===== config.mk =====
export PLATFORM = sky130hd
export DESIGN_NAME = disp_regport
export DESIGN_NICKNAME = d
export VERILOG_FILES = /design/src/rtl/disp_regport_pkg.sv /design/src/rtl/disp_rst_sync.sv /design/src/rtl/disp_idx_bank.sv /design/src/rtl/disp_mask_unit.sv /design/src/rtl/disp_depth_dec.sv /design/src/rtl/disp_regport.sv
export SDC_FILE = /design/constraint.sdc
export NUM_CORES = 1
export LEC_CHECK = 0
export CORE_MARGIN = 3
export CORE_UTILIZATION = 46
export CTS_CLUSTER_SIZE = 16
export DETAILED_ROUTE_END_ITERATION = 16
export DONT_BUFFER_PORTS = 1
export SLEW_MARGIN = 40
export SYNTH_ARGS = -nofsm -noshare
export SYNTH_HDL_FRONTEND = slang
export SYNTH_SLANG_ARGS = --single-unit

===== constraint.sdc =====
create_clock -name clk -period 42.5 [get_ports clk]
set_input_delay 4.25 -clock clk [delete_from_list [all_inputs] [get_ports clk]]
set_output_delay 4.25 -clock clk [all_outputs]
set_load 0.03 [all_outputs]

===== src/rtl/disp_regport_pkg.sv =====
package disp_regport_pkg;

  localparam int DW = 8;

  localparam logic [7:0] OFS_SEQ_IDX = 8'h04;
  localparam logic [7:0] OFS_SEQ_DAT = 8'h05;
  localparam logic [7:0] OFS_MASK    = 8'h06;
  localparam logic [7:0] OFS_GFX_IDX = 8'h0E;
  localparam logic [7:0] OFS_GFX_DAT = 8'h0F;
  localparam logic [7:0] OFS_CRT_IDX = 8'h14;
  localparam logic [7:0] OFS_CRT_DAT = 8'h15;

  localparam logic [4:0] CODE_8BPP  = 5'h11;
  localparam logic [4:0] CODE_16BPP = 5'h17;
  localparam logic [4:0] CODE_24BPP = 5'h15;
  localparam logic [4:0] CODE_32BPP = 5'h19;

  typedef enum logic [2:0] {
    PORT_NONE,
    PORT_SEQ_IDX,
    PORT_SEQ_DAT,
    PORT_CRT_IDX,
    PORT_CRT_DAT,
    PORT_GFX_IDX,
    PORT_GFX_DAT,
    PORT_MASK
  } port_e;

  typedef enum logic [1:0] {
    DEPTH_8  = 2'd0,
    DEPTH_16 = 2'd1,
    DEPTH_24 = 2'd2,
    DEPTH_32 = 2'd3
  } depth_e;

  function automatic port_e decode_port(input logic [7:0] ofs);
    port_e p;
    case (ofs)
      OFS_SEQ_IDX: p = PORT_SEQ_IDX;
      OFS_SEQ_DAT: p = PORT_SEQ_DAT;
      OFS_CRT_IDX: p = PORT_CRT_IDX;
      OFS_CRT_DAT: p = PORT_CRT_DAT;
      OFS_GFX_IDX: p = PORT_GFX_IDX;
      OFS_GFX_DAT: p = PORT_GFX_DAT;
      OFS_MASK:    p = PORT_MASK;
      default:     p = PORT_NONE;
    endcase
    return p;
  endfunction

endpackage


===== src/rtl/disp_rst_sync.sv =====
module disp_rst_sync #(
  parameter int STAGES = 2
) (
  input  logic clk,
  input  logic rst_n,
  output logic rst_sync_n
);

  logic [STAGES-1:0] sync_q;
  logic [STAGES-1:0] sync_d;

  always_comb begin
    sync_d = {sync_q[STAGES-2:0], 1'b1};
  end

  always_ff @(posedge clk or negedge rst_n) begin
    if (!rst_n) begin
      sync_q <= '0;
    end else begin
      sync_q <= sync_d;
    end
  end

  assign rst_sync_n = sync_q[STAGES-1];

endmodule


===== src/rtl/disp_idx_bank.sv =====
module disp_idx_bank #(
  parameter int N   = 8,
  parameter int DW  = 8,
  parameter int TAP = 0
) (
  input  logic          clk,
  input  logic          rst_n,
  input  logic          idx_we,
  input  logic          dat_we,
  input  logic [DW-1:0] wdata,
  output logic [DW-1:0] idx_q,
  output logic [DW-1:0] dat_q,
  output logic [DW-1:0] tap_q
);

  localparam int IW = (N > 1) ? $clog2(N) : 1;

  logic [DW-1:0] idx_d;
  logic          idx_en;
  logic          in_range;
  logic [IW-1:0] slot;
  logic [DW-1:0] rd_arr [N];

  // index register: next state and enable
  always_comb begin
    idx_en = idx_we;
    idx_d  = wdata;
  end

  always_ff @(posedge clk or negedge rst_n) begin
    if (!rst_n) begin
      idx_q <= '0;
    end else if (idx_en) begin
      idx_q <= idx_d;
    end
  end

  always_comb begin
    in_range = (int'(idx_q) < N);
    slot     = idx_q[IW-1:0];
  end

  // one storage byte per slot, each with its own clock enable
  for (genvar i = 0; i < N; i++) begin : g_slot
    logic          slot_en;
    logic [DW-1:0] slot_d;
    logic [DW-1:0] slot_q;

    always_comb begin
      slot_en = dat_we && in_range && (slot == IW'(i));
      slot_d  = wdata;
    end

    always_ff @(posedge clk or negedge rst_n) begin
      if (!rst_n) begin
        slot_q <= '0;
      end else if (slot_en) begin
        slot_q <= slot_d;
      end
    end

    assign rd_arr[i] = slot_q;
  end

  always_comb begin
    if (in_range) begin
      dat_q = rd_arr[slot];
    end else begin
      dat_q = '0;
    end
  end

  assign tap_q = rd_arr[TAP];

endmodule


===== src/rtl/disp_mask_unit.sv =====
module disp_mask_unit #(
  parameter int DW          = 8,
  parameter int UNLOCK_RDS  = 4,
  parameter int CW          = $clog2(UNLOCK_RDS + 1)
) (
  input  logic          clk,
  input  logic          rst_n,
  input  logic          rd_hit,
  input  logic          wr_hit,
  input  logic          at_mask,
  input  logic [DW-1:0] wdata,
  output logic [DW-1:0] mask_q,
  output logic [DW-1:0] hide_q,
  output logic [DW-1:0] port_rdata,
  output logic          armed,
  output logic [CW-1:0] cnt_q
);

  localparam logic [CW-1:0] ARM_CNT = CW'(UNLOCK_RDS);

  logic [CW-1:0] cnt_d;
  logic          cnt_en;
  logic          mask_en;
  logic          hide_en;

  assign armed = (cnt_q == ARM_CNT);

  // read-count sequencer: next state
  always_comb begin
    cnt_en = rd_hit || wr_hit;
    cnt_d  = cnt_q;
    if (wr_hit) begin
      cnt_d = '0;
    end else if (rd_hit) begin
      if (!at_mask) begin
        cnt_d = '0;
      end else if (!armed) begin
        cnt_d = cnt_q + 1'b1;
      end
    end
  end

  always_ff @(posedge clk or negedge rst_n) begin
    if (!rst_n) begin
      cnt_q <= '0;
    end else if (cnt_en) begin
      cnt_q <= cnt_d;
    end
  end

  // write steering between the mask and the hidden byte
  always_comb begin
    mask_en = wr_hit && at_mask && !armed;
    hide_en = wr_hit && at_mask && armed;
  end

  always_ff @(posedge clk or negedge rst_n) begin
    if (!rst_n) begin
      mask_q <= '0;
    end else if (mask_en) begin
      mask_q <= wdata;
    end
  end

  always_ff @(posedge clk or negedge rst_n) begin
    if (!rst_n) begin
      hide_q <= '0;
    end else if (hide_en) begin
      hide_q <= wdata;
    end
  end

  always_comb begin
    port_rdata = armed ? hide_q : mask_q;
  end

endmodule


===== src/rtl/disp_depth_dec.sv =====
module disp_depth_dec
  import disp_regport_pkg::*;
(
  input  logic [7:0] code,
  output logic [1:0] depth,
  output logic       err
);

  always_comb begin
    err   = 1'b0;
    depth = DEPTH_8;
    case (code[4:0])
      CODE_8BPP:  depth = DEPTH_8;
      CODE_16BPP: depth = DEPTH_16;
      CODE_24BPP: depth = DEPTH_24;
      CODE_32BPP: depth = DEPTH_32;
      default: begin
        depth = DEPTH_8;
        err   = 1'b1;
      end
    endcase
  end

endmodule


===== src/rtl/disp_regport.sv =====
module disp_regport
  import disp_regport_pkg::*;
#(
  parameter int ADDR_W     = 5,
  parameter int SEQ_N      = 8,
  parameter int CRT_N      = 32,
  parameter int GFX_N      = 16,
  parameter int DEPTH_REG  = 7,
  parameter int UNLOCK_RDS = 4
) (
  input  logic              clk,
  input  logic              rst_n,
  input  logic [ADDR_W-1:0] bus_addr,
  input  logic              bus_wr,
  input  logic              bus_rd,
  input  logic [7:0]        bus_wdata,
  output logic [7:0]        bus_rdata,
  output logic [7:0]        pal_mask,
  output logic [7:0]        pix_mode,
  output logic [1:0]        pix_depth,
  output logic              depth_err
);

  localparam int UNL_CW = $clog2(UNLOCK_RDS + 1);

  logic              rst_sync_n;
  port_e             port;
  logic              wr_eff;
  logic              rd_eff;
  logic [7:0]        seq_idx, seq_dat, seq_tap;
  logic [7:0]        crt_idx, crt_dat, crt_tap_unused;
  logic [7:0]        gfx_idx, gfx_dat, gfx_tap_unused;
  logic [7:0]        mask_rdata;
  logic              unl_armed;
  logic [UNL_CW-1:0] unl_cnt;
  logic [7:0]        rd_mux;

  disp_rst_sync #(.STAGES(2)) u_rst (
    .clk        (clk),
    .rst_n      (rst_n),
    .rst_sync_n (rst_sync_n)
  );

  // access qualification: a write wins over a read in the same cycle
  always_comb begin
    port   = decode_port(8'(bus_addr));
    wr_eff = bus_wr;
    rd_eff = bus_rd && !bus_wr;
  end

  disp_idx_bank #(.N(SEQ_N), .DW(DW), .TAP(DEPTH_REG)) u_seq (
    .clk    (clk),
    .rst_n  (rst_sync_n),
    .idx_we (wr_eff && (port == PORT_SEQ_IDX)),
    .dat_we (wr_eff && (port == PORT_SEQ_DAT)),
    .wdata  (bus_wdata),
    .idx_q  (seq_idx),
    .dat_q  (seq_dat),
    .tap_q  (seq_tap)
  );

  disp_idx_bank #(.N(CRT_N), .DW(DW), .TAP(0)) u_crt (
    .clk    (clk),
    .rst_n  (rst_sync_n),
    .idx_we (wr_eff && (port == PORT_CRT_IDX)),
    .dat_we (wr_eff && (port == PORT_CRT_DAT)),
    .wdata  (bus_wdata),
    .idx_q  (crt_idx),
    .dat_q  (crt_dat),
    .tap_q  (crt_tap_unused)
  );

  disp_idx_bank #(.N(GFX_N), .DW(DW), .TAP(0)) u_gfx (
    .clk    (clk),
    .rst_n  (rst_sync_n),
    .idx_we (wr_eff && (port == PORT_GFX_IDX)),
    .dat_we (wr_eff && (port == PORT_GFX_DAT)),
    .wdata  (bus_wdata),
    .idx_q  (gfx_idx),
    .dat_q  (gfx_dat),
    .tap_q  (gfx_tap_unused)
  );

  disp_mask_unit #(.DW(DW), .UNLOCK_RDS(UNLOCK_RDS), .CW(UNL_CW)) u_mask (
    .clk        (clk),
    .rst_n      (rst_sync_n),
    .rd_hit     (rd_eff),
    .wr_hit     (wr_eff),
    .at_mask    (port == PORT_MASK),
    .wdata      (bus_wdata),
    .mask_q     (pal_mask),
    .hide_q     (pix_mode),
    .port_rdata (mask_rdata),
    .armed      (unl_armed),
    .cnt_q      (unl_cnt)
  );

  disp_depth_dec u_depth (
    .code  (seq_tap),
    .depth (pix_depth),
    .err   (depth_err)
  );

  always_comb begin
    case (port)
      PORT_SEQ_IDX: rd_mux = seq_idx;
      PORT_SEQ_DAT: rd_mux = seq_dat;
      PORT_CRT_IDX: rd_mux = crt_idx;
      PORT_CRT_DAT: rd_mux = crt_dat;
      PORT_GFX_IDX: rd_mux = gfx_idx;
      PORT_GFX_DAT: rd_mux = gfx_dat;
      PORT_MASK:    rd_mux = mask_rdata;
      default:      rd_mux = 8'h00;
    endcase
    bus_rdata = rd_eff ? rd_mux : 8'h00;
  end

endmodule


# Yosys cells after proc, flatten, opt, wreduce, memory -nomap -nowiden
# Index checks and enable logic that the tools add are counted.
# totals
regBits	493
inputBits	17
# op_classes
bitwise	3
order_cmp	6
reduce_logical	78
add_sub_neg	1
eq_ne	73
mux	22
# op_table
op	count
5-bit equality test (second input constant)	22
8-bit two-way mux	11
1-bit logical AND	69
8-bit case mux with 7 select lines	1
5-bit by 4-bit equality test with 1-bit output (second input constant)	10
8-bit binary-select mux with 5-bit select	1
5-bit by 3-bit equality test with 1-bit output (second input constant)	7
8-bit binary-select mux with 4-bit select	1
4-bit equality test (second input constant)	8
3-bit equality test (second input constant)	9
8-bit binary-select mux with 3-bit select	1
3-bit case mux with 7 select lines	1
4-bit by 3-bit equality test with 1-bit output (second input constant)	4
3-bit by 2-bit equality test with 1-bit output (second input constant)	4
3-bit two-way mux	4
5-bit by 2-bit equality test with 1-bit output (second input constant)	2
4-bit by 2-bit equality test with 1-bit output (second input constant)	2
8-bit by 4-bit < comparator with 1-bit output (second input constant)	1
8-bit by 5-bit < comparator with 1-bit output (second input constant)	1
8-bit by 6-bit < comparator with 1-bit output (second input constant)	1
3-bit by 1-bit equality test with 1-bit output (second input constant)	2
6-bit >= comparator (second input constant)	1
5-bit NOT with 6-bit output	1
2-bit case mux with 3 select lines	1
17 further kinds	18

# Logic depth before layout (Yosys ltp)
# Gate-level depths: netlist of run 1.
# logic_depth
depth_word	7
depth_mapped	8
ltp_nobuf	7

# Cells and area by module
# Synthesis of run 1 repeated with hierarchy kept, for this count alone.
# unflattened
cells_unflattened	1601
hier_area_um2	23895.4
# modules_own_cells
mod	area_each_um2	cells_per_inst	seq_area_each_um2	instances
disp_idx_bank at u_crt	12283.0	799	6606.3	1
disp_idx_bank at u_gfx	6394.9	413	3403.3	1
disp_idx_bank at u_seq	3474.6	233	1801.7	1
disp_mask_unit	884.6	64	475.5	1
disp_regport	750.7	81	0.0	1
disp_depth_dec	53.8	8	0.0	1
disp_rst_sync	53.8	3	50.0	1

# Least setup slack after synthesis of run 1
# OpenSTA, ideal clock, no wires.
# synth_path
path_kind	input port to output port
from	in bus_addr[0]
to	out bus_rdata[6]
arrival_time_ns	5.963
stages	6
path_slack_ns	32.287
n_path_buf	1
path_cell_list	nor3b_1 > clkbuf_1 > nand3b_1 > o211ai_1 > a211oi_1 > o21ai_0
# synth_between
elab_chain_len	5
word_cells_on_any_way	17
classes_between	eq/ne (14); mux (3)
# synth_rtl
element	line_no	rtl
start, declared	disp_regport.sv:13	input logic [ADDR_W-1:0] bus_addr,
5-bit by 3-bit equality test with 1-bit output (tied with other cells)	disp_regport_pkg.sv:38	case (ofs)
3-bit case mux with 7 select lines (*)	disp_regport_pkg.sv:38	
3-bit equality test (tied with other cells)	disp_regport.sv:105	case (port)
8-bit case mux with 7 select lines (*)	disp_regport.sv:105	
8-bit two-way mux (*)	disp_regport.sv:115	bus_rdata = rd_eff ? rd_mux : 8'h00;
end, declared	disp_regport.sv:17	output logic [7:0] bus_rdata,
# Mark *: on every way between the ends. The rest lies on a longest branch, timed or not.

# Worst setup path in the final report of run 1
# layout_path
from	in bus_addr[1]
to	out bus_rdata[6]
# Same word-level chain as after synthesis.

==> results of run 1 <==
[sequential cells by signal (all words and copies together) (netlist names)]
register             cells
u_crt.g_slot.slot_q    248
u_gfx.g_slot.slot_q    120
u_seq.g_slot.slot_q     56
u_crt.idx_q              8
u_crt.tap_q              8
u_gfx.idx_q              8
u_gfx.tap_q              8
u_mask.hide_q            8
u_mask.mask_q            8
u_seq.idx_q              8
u_seq.tap_q              8
u_mask.cnt_q             3
u_rst.sync_q             2
[report_power, final]
part | switching [mW] | leakage, nW | internal (mW)
combinational | 0.0584 | 4.16 | 0.0474
sequential | 0.0271 | 6.81 | 0.487
clock | 0.200 | 0.939 | 0.306
total | 0.286 | 11.9 | 0.840
[kinds of logic (layout without fill, tap and decap cells)]
group,count (synthesis),in the layout,share of synthesized area
DFF,493,493,0.542
AOI/OAI and AO/OA,87,87,0.0283
other,1,1,0.000165
and+or+nand+nor,199,199,0.0483
adders and majority gates,2,2,0.00110
xor gates and xnor gates,1,1,0.000385
muxes,623,623,0.359
buffers and inverters,124,130,0.0211
[worst reg2reg max path: cells and delay by family, from the launching register on]
| kind | cells | cell delay (ps) |
|---|---|---|
| buffers and inverters | 1 | 600 |
| muxes | 1 | 400 |
| and+or+nand+nor | 3 | 1200 |
| DFF | 1 | 810 |
[worst min-delay path by stage]
stage	startpoint	endpoint	slack (ps)	cells after the start
after detailed placement	u_rst.sync_q[1]	u_crt.g_slot[15].slot_q[1]	310	0
final	u_rst.sync_q[1]	u_crt.g_slot[9].slot_q[1]	290	0
after CTS	u_rst.sync_q[1]	u_crt.g_slot[9].slot_q[1]	320	0
after floorplan	u_rst.sync_q[0]	u_rst.sync_q[1]	330	0
after global routing	u_rst.sync_q[1]	u_crt.g_slot[9].slot_q[1]	350	0
after global placement	u_rst.sync_q[0]	u_rst.sync_q[1]	340	0
[cell type report]
class                           instances  area, um^2
Clock inverter                         31         453
Timing Repair Buffer                   24         240
Clock buffer                           69        1500
Tap cell                              656         821
Inverter                                6        22.5
Multi-Input combinational cell        913       10000
Fill cell                            4004       23000
Sequential cell                       493       12300
[cell usage after synthesis, drive strengths merged (2+ instances only)]
cell type and n:
a211oi 2, a21boi 3, a21oi 3, a221oi 16, a22o 8, a22oi 35
and2 8, and3 4, and3b 3, buf 22, clkbuf 96, dfrtp 493
ha 2, inv 6, mux2 494, mux2i 24, mux4 105, nand2 50
nand2b 6, nand3 38, nand3b 4, nand4 4, nand4b 2, nor2 40
nor2b 8, nor3 16, nor3b 2, nor4 6, o21ai 13, o31ai 4
or3 2, or4 2
[layer usage]
metal,up-vias,global-route usage,part of all wire
met5,-,0,0
met4,0,0.0760,0.034
met3,103,0.0430,0.047
met2,259,0.331,0.47
met1,7029,0.298,0.45
li1,5649,-,-
==> impl_summary.txt, run 1 <==
----------------------------------------------------
[Placed design]
  Buffers on Ports ... 0
  Cells after DPL ... between 2,000 and 2,500
  Half-perimeter wire length after detailed placement ... between 30 and 40 mm
  Weighted congestion reported at the end of routability-driven placement ... approximately 0.9
  Post-place instance area ... between 20,000 and 25,000 um^2
  Placement-stage worst setup slack ... around 32,000 ps

[Global routing]
  Total global routing track utilization ... 0.212
  Number of antenna violations at the first check in global routing ... 1
  Global route total overflow ... 0
  Vias in the first global route ... approximately 14,000
  First-pass GRT wire length ... around 86 mm
  Pin count of the biggest net entering global routing ... 150

[Pwr]
  Pwr Density ... approximately 44 nW/um^2
  Static leakage ... 11.9 nW
  Total Power Consumption ... approximately 1.1 mW
  Worst VDD drop ... approximately 0.000038 V

[Synth]
  Syn nets ... 1,549
  Number of distinct standard cells referenced by the synthesized netlist ... 47
  Flip-flop and latch count after synthesis ... approximately 490
  Mapped Cells ... around 1,500
  Main area contributors after synthesis ... dfrtp_1, mux2_2, mux4_2, clkbuf_1, a22oi_1
  Sequential element share of the synthesized area ... 0.542
  Synth area leader ... dfrtp_1
  Share of flip-flops with an asynchronous set or reset after synthesis ... 1.00
  Most used flip-flop cell after synthesis ... dfrtp_1
  Synth Cell Area ... ~23,000 um^2
  Post-synth EDFFs ... 0
  Syn avg cell area ... 14.9 um^2
  Yosys warnings ... 0
  Area fraction of the dominant cell type after synthesis ... 0.542

[Route]
  Detailed router's first-iteration violation count ... just over 800
  Post-Route WL ... around 55 mm
  Count of vias placed by the detailed router ... about 13,000
  Residual DRC ... 0
  Antenna violation net count after detailed routing ... 0
  Pre-antenna DRT Iters ... 4
  Final routed wire length divided by cell count ... between 20 and 25 um
  Detail-routed via count per cell ... a little under 6

[STA]
  Max-slew violations ... 0
  Post-route worst setup slack ... around 32,000 ps
  Setup repair after global routing missed its margin ... no
  Slew Limit Headroom ... 0.422
  Highest Clock Rate ... 0.0916 GHz
  Final-layout worst hold slack ... roughly 300 ps
  Accumulated negative setup slack ... 0 ps
  Time the worst path needs with I/O delays and setup ... ~11,000 ps
  Number of hold violations in the final report ... 0
  Transition time at the pin with the least slew margin ... roughly 860 ps
  Worst clock skew ... roughly 27 ps
  Final count of negative-setup-slack endpoints ... 0
  Part of the cycle the worst path needs ... 0.257

[CTS]
  Clock Pin Slew Worst Setup and Hold Paths ... 60 ps
  Quantity of gates resized following cts ... 0
  Clock root buffer ... clkbuf_16
  # H-tree levels ... 2
  Clock latency reported for the late side of the worst-skew pair ... about 620 ps
  TritonCTS clock tree ... yes
  Number of buffers inserted to repair setup after CTS ... 0
  Hold_buf cts ... 0
  Inserted Clock Buffers ... 54
  Number of buffers on the longest clock path ... 3
  Clock net sink count ... 493

[Die]
  IO Pins ... 44
  Die area ... 52,200 um^2
  Chip width ... ~230 um
  Cell row count ... 80
  Floorplan core area ... 48,300 um^2
  Chip height ... ~230 um
  Starting Density ... 0.471

[Critical path]
  Buffers and inverters on the worst path ... 1
  Slowest cell delay on critical path ... ~720 ps
  Arrival time reported for the critical path endpoint ... ~6700 ps
  Data required time at the worst endpoint ... 38,250 ps
  Startpoint kind of the worst setup timing path ... input port
  Slowest cell on crit path ... nand4_1
  Internal reg-to-reg setup slack ... 39,390 ps
  Number of cells traversed by the worst register-to-register path ... 5
  Family with the most delay on the worst path ... simple AND/OR/NAND/NOR gates
  Cell count along the critical path ... 6
  Critical Path Most Common Cell ... nor2_1
  Critical Path End Type ... output pin
  Reg2reg end ... u_crt.g_slot[31].slot_q[2]
  Start of the worst register-to-register path ... u_crt.idx_q[1]
  Timing endpoint of the critical path ... bus_rdata[6]
  Critical-path cell list ... nor2_1 -> nand4_1 -> nor2_1 -> a211oi_1 -> o21ai_0 -> buf_4
  Critical setup path kind ... input port to output pin
  Worst Path Max Fanout ... 13
  Crit. Startpoint ... bus_addr[1]

[Layout]
  Fraction of layout cells with a size suffix above 1 ... 0.492
  Count of nets after finishing ... roughly 1,500
  Top library cells by usage in the layout, fill and taps aside ... mux2_2, dfrtp_1, mux4_2
  Most common cell after layout, fill and taps aside ... mux2_2
  Count of non-filler cells in the finished layout ... 2,192
  Final design utilization ... 0.525
  Layout overhead on the synthesized area ... 11.5%
  Area of all placed cells without fillers ... approximately 25,000 um^2
  Antenna fix cells ... 0

[Outcome]
  Result of the run ... finished, final reports clean

[Flow run]
  Max cap viols ... 0

[Hold path]
  Worst hold-check path type ... flip-flop to asynchronous set/reset pin

----------------------------------------------------
Note: power is estimated with default switching activity, not from simulation.
==> run 2, diff against run 1 <==
- ABC_AREA: not set -> 1
- clock period: 42.5 -> 10.57 ns (I/O delays scaled with it)
==> run 2 against run 1 <==
Total power increased to 4.0 times the previous value. Hold slack lost 170 ps. Final cell count up 64%. Routed wire length grew 21%. Area after synthesis rose by 1.9%. Critical endpoint is now bus_rdata[4].
==> impl_summary.txt, run 2 <==
----------------------------------------------------
[Outcome]
  Result of the run ... finished, final reports clean

[STA]
  Slew Limit Headroom ... 0.415
  Post-route worst setup slack ... 5740 ps
  Highest Clock Rate ... ~0.21 GHz
  Max-slew violations ... 0
  Transition time at the pin with the least slew margin ... a little under 900 ps
  Final-layout worst hold slack ... 129 ps
  Worst clock skew ... about 23 ps
  Time the worst path needs with I/O delays and setup ... approximately 4800 ps
  Final count of negative-setup-slack endpoints ... 0
  Number of hold violations in the final report ... 0
  Accumulated negative setup slack ... 0 ps
  Setup repair after global routing missed its margin ... no
  Part of the cycle the worst path needs ... 0.457

[Critical path]
  Critical Path End Type ... output pin
  Arrival time reported for the critical path endpoint ... about 3800 ps
  Startpoint kind of the worst setup timing path ... flip-flop
  Critical-path cell list ... buf_4 -> inv_2 -> buf_4 -> nand2_1 -> nand2_1 -> nand2_1 -> nand2_1 -> nand2_1 -> nand2_1 -> o21ai_0 -> nand3_1 -> nor2_1 -> nor2_1
  Data required time at the worst endpoint ... between 9000 and 10,000 ps
  Critical Path Most Common Cell ... nand2_1
  Critical setup path kind ... flip-flop to output pin
  Slowest cell delay on critical path ... between 600 and 700 ps
  Slowest cell on crit path ... buf_4
  Worst Path Max Fanout ... 69

[Route]
  Highest metal used ... met4
  Final routed wire length divided by cell count ... around 18 um
  Count of vias placed by the detailed router ... 19,200
  Routed length on met3 ... around 4.7 mm
  Post-Route WL ... between 60 and 70 mm
  DRT met1 WL ... approximately 30 mm
  Detailed route wirelength on metal2 ... 29.3 mm
  Pre-antenna DRT Iters ... 5
  Antenna violation net count after detailed routing ... 0
  Detailed router's first-iteration violation count ... 1,663
  Residual DRC ... 0
  Detail-routed via count per cell ... 5.33

[Layout]
  Final design utilization ... 0.510
  Biggest registers after layout ... u_crt.g_slot.slot_q (248), u_gfx.g_slot.slot_q (120), u_seq.g_slot.slot_q (56)
  Count of non-filler cells in the finished layout ... approximately 3,600
  Fraction of layout cells with a size suffix above 1 ... 0.0562
  Area of all placed cells without fillers ... ~25,000 um^2
  Most flop-heavy register ... u_crt.g_slot.slot_q
  Number of flip-flops in the largest register ... about 250
  Most common cell after layout, fill and taps aside ... nand2_1
  Count of nets after finishing ... approximately 2,900
  Top library cells by usage in the layout, fill and taps aside ... nand2_1, o21ai_0, dfrtp_1
  Antenna fix cells ... 0
  Layout overhead on the synthesized area ... 8.51%

[Synth]
  Synth cell count leaders ... nand2_1, o21ai_0, dfrtp_1
  Yosys warnings ... 0
  Area fraction of the dominant cell type after synthesis ... 0.532
  Mapped Cells ... ~3,000
  Synth Cell Area ... approximately 23,000 um^2
  Most used flip-flop cell after synthesis ... dfrtp_1
  Flip-flop and latch count after synthesis ... ~490
  Post-synth EDFFs ... 0
  Number of distinct standard cells referenced by the synthesized netlist ... 31
  Syn nets ... around 3,000
  Cell with the most instances after synthesis ... nand2_1
  Syn avg cell area ... 7.75 um^2
  Share of flip-flops with an asynchronous set or reset after synthesis ... 1.00
  Sequential element share of the synthesized area ... 0.532
  Synth area leader ... dfrtp_1
  Main area contributors after synthesis ... dfrtp_1, nand2_1, o21ai_0, nor2_1, clkbuf_1

[CTS]
  Number of buffers on the longest clock path ... 3
  Clock root buffer ... clkbuf_16
  # H-tree levels ... 2
  Clock Pin Slew Worst Setup and Hold Paths ... around 60 ps
  Clock latency reported for the late side of the worst-skew pair ... between 600 and 700 ps
  TritonCTS clock tree ... yes
  Hold_buf cts ... 0
  Number of buffers inserted to repair setup after CTS ... 0
  Inserted Clock Buffers ... 54
  Quantity of gates resized following cts ... 0
  Clock net sink count ... 493

[Global routing]
  Total global routing track utilization ... 0.250
  Vias in the first global route ... 18,600
  First-pass GRT wire length ... about 110 mm
  Global route total overflow ... 0
  Number of antenna violations at the first check in global routing ... 1
  Pin count of the biggest net entering global routing ... 146

[Die]
  Chip height ... approximately 230 um
  Die area ... roughly 53,000 um^2
  Starting Density ... 0.470
  Cell row count ... between 80 and 90
  IO Pins ... 44
  Chip width ... ~230 um
  Floorplan core area ... slightly below 50,000 um^2

[Pwr]
  Worst VDD drop ... around 0.00012 V
  Static leakage ... between 10 and 15 nW
  Total Power Consumption ... approximately 4.5 mW
  Pwr Density ... 179 nW/um^2

[Placed design]
  Placement-stage worst setup slack ... ~6400 ps
  Buffers on Ports ... 0
  Weighted congestion reported at the end of routability-driven placement ... 0.895
  Half-perimeter wire length after detailed placement ... between 40 and 50 mm
  Cells after DPL ... approximately 3,500
  Post-place instance area ... between 20,000 and 25,000 um^2

[Hold path]
  Worst hold-check path type ... input port to asynchronous set/reset pin

[Flow run]
  Max cap viols ... 0

----------------------------------------------------
[run 2: cell types whose count changed in the layout (fill, tap and decap cells not counted), moves of 15 or more]
cell      previous run  this run
a21oi_1              3        28
a221oi_1            16         0
a22oi_1             35         0
inv_1                6        46
mux2_2             493         0
mux2i_1             24         7
mux4_2             105         0
nand2_1             50      1422
nand2_4              0        22
nand4_1              4        23
nor2_1              24       152
nor2_2              16         1
o21ai_0             13       501
o21ai_1              0        23
[run 2: cell type report]
class	instances	area (um^2)
Clock buffer	77	1560
Clock inverter	21	262
Fill cell	4871	24200
Inverter	61	230
Multi-Input combinational cell	2256	9660
Sequential cell	493	12300
Tap cell	664	831
Timing Repair Buffer	26	292
[run 2: logic make-up after synthesis]
family | Yosys count | share of synthesized area
and+or+nand+nor | 1693 | 0.292
AOI/OAI and AO/OA | 552 | 0.119
DFF | 493 | 0.532
buffers and inverters | 243 | 0.0525
muxes | 7 | 0.00302
adders and majority gates | 2 | 0.00108
other | 1 | 0.000162
xor gates and xnor gates | 1 | 0.000378
[run 2: routing by layer]
metal / vias to the layer above / global-route usage
met4: 0 / 0.0828
met2: 592 / 0.390
li1: 9300 / -
met5: - / 0
met3: 142 / 0.0526
met1: 9160 / 0.351
[run 2: critical path, delay by kind of cell (launching register included)]
family	cells	cell delay, ps
AO/OA/AOI/OAI	1	390
buffers and inverters	3	1300
flip-flops	1	340
AND/OR/NAND/NOR	9	1040
[run 2: power breakdown]
part / switching, mW / internal [mW] / total, mW
Clock: 0.790 / 1.15 / 1.94
Combinational: 0.414 / 0.119 / 0.532
Sequential: 0.0737 / 1.96 / 2.03
Total: 1.28 / 3.23 / 4.50
[run 2: final timing paths]
kind,startpoint,endpoint,slack [ps],depth (start not counted)
max,u_gfx.idx_q[0],bus_rdata[4],5740,13
min,rst_n,u_rst.sync_q[1],130,0
max reg2reg,u_crt.idx_q[4],u_crt.g_slot[18].slot_q[6],7530,4
min reg2reg,u_rst.sync_q[0],u_rst.sync_q[1],360,0
max in group asynchronous,u_rst.sync_q[1],u_gfx.idx_q[0],8310,3
min in group clk,u_rst.sync_q[0],u_rst.sync_q[1],360,0
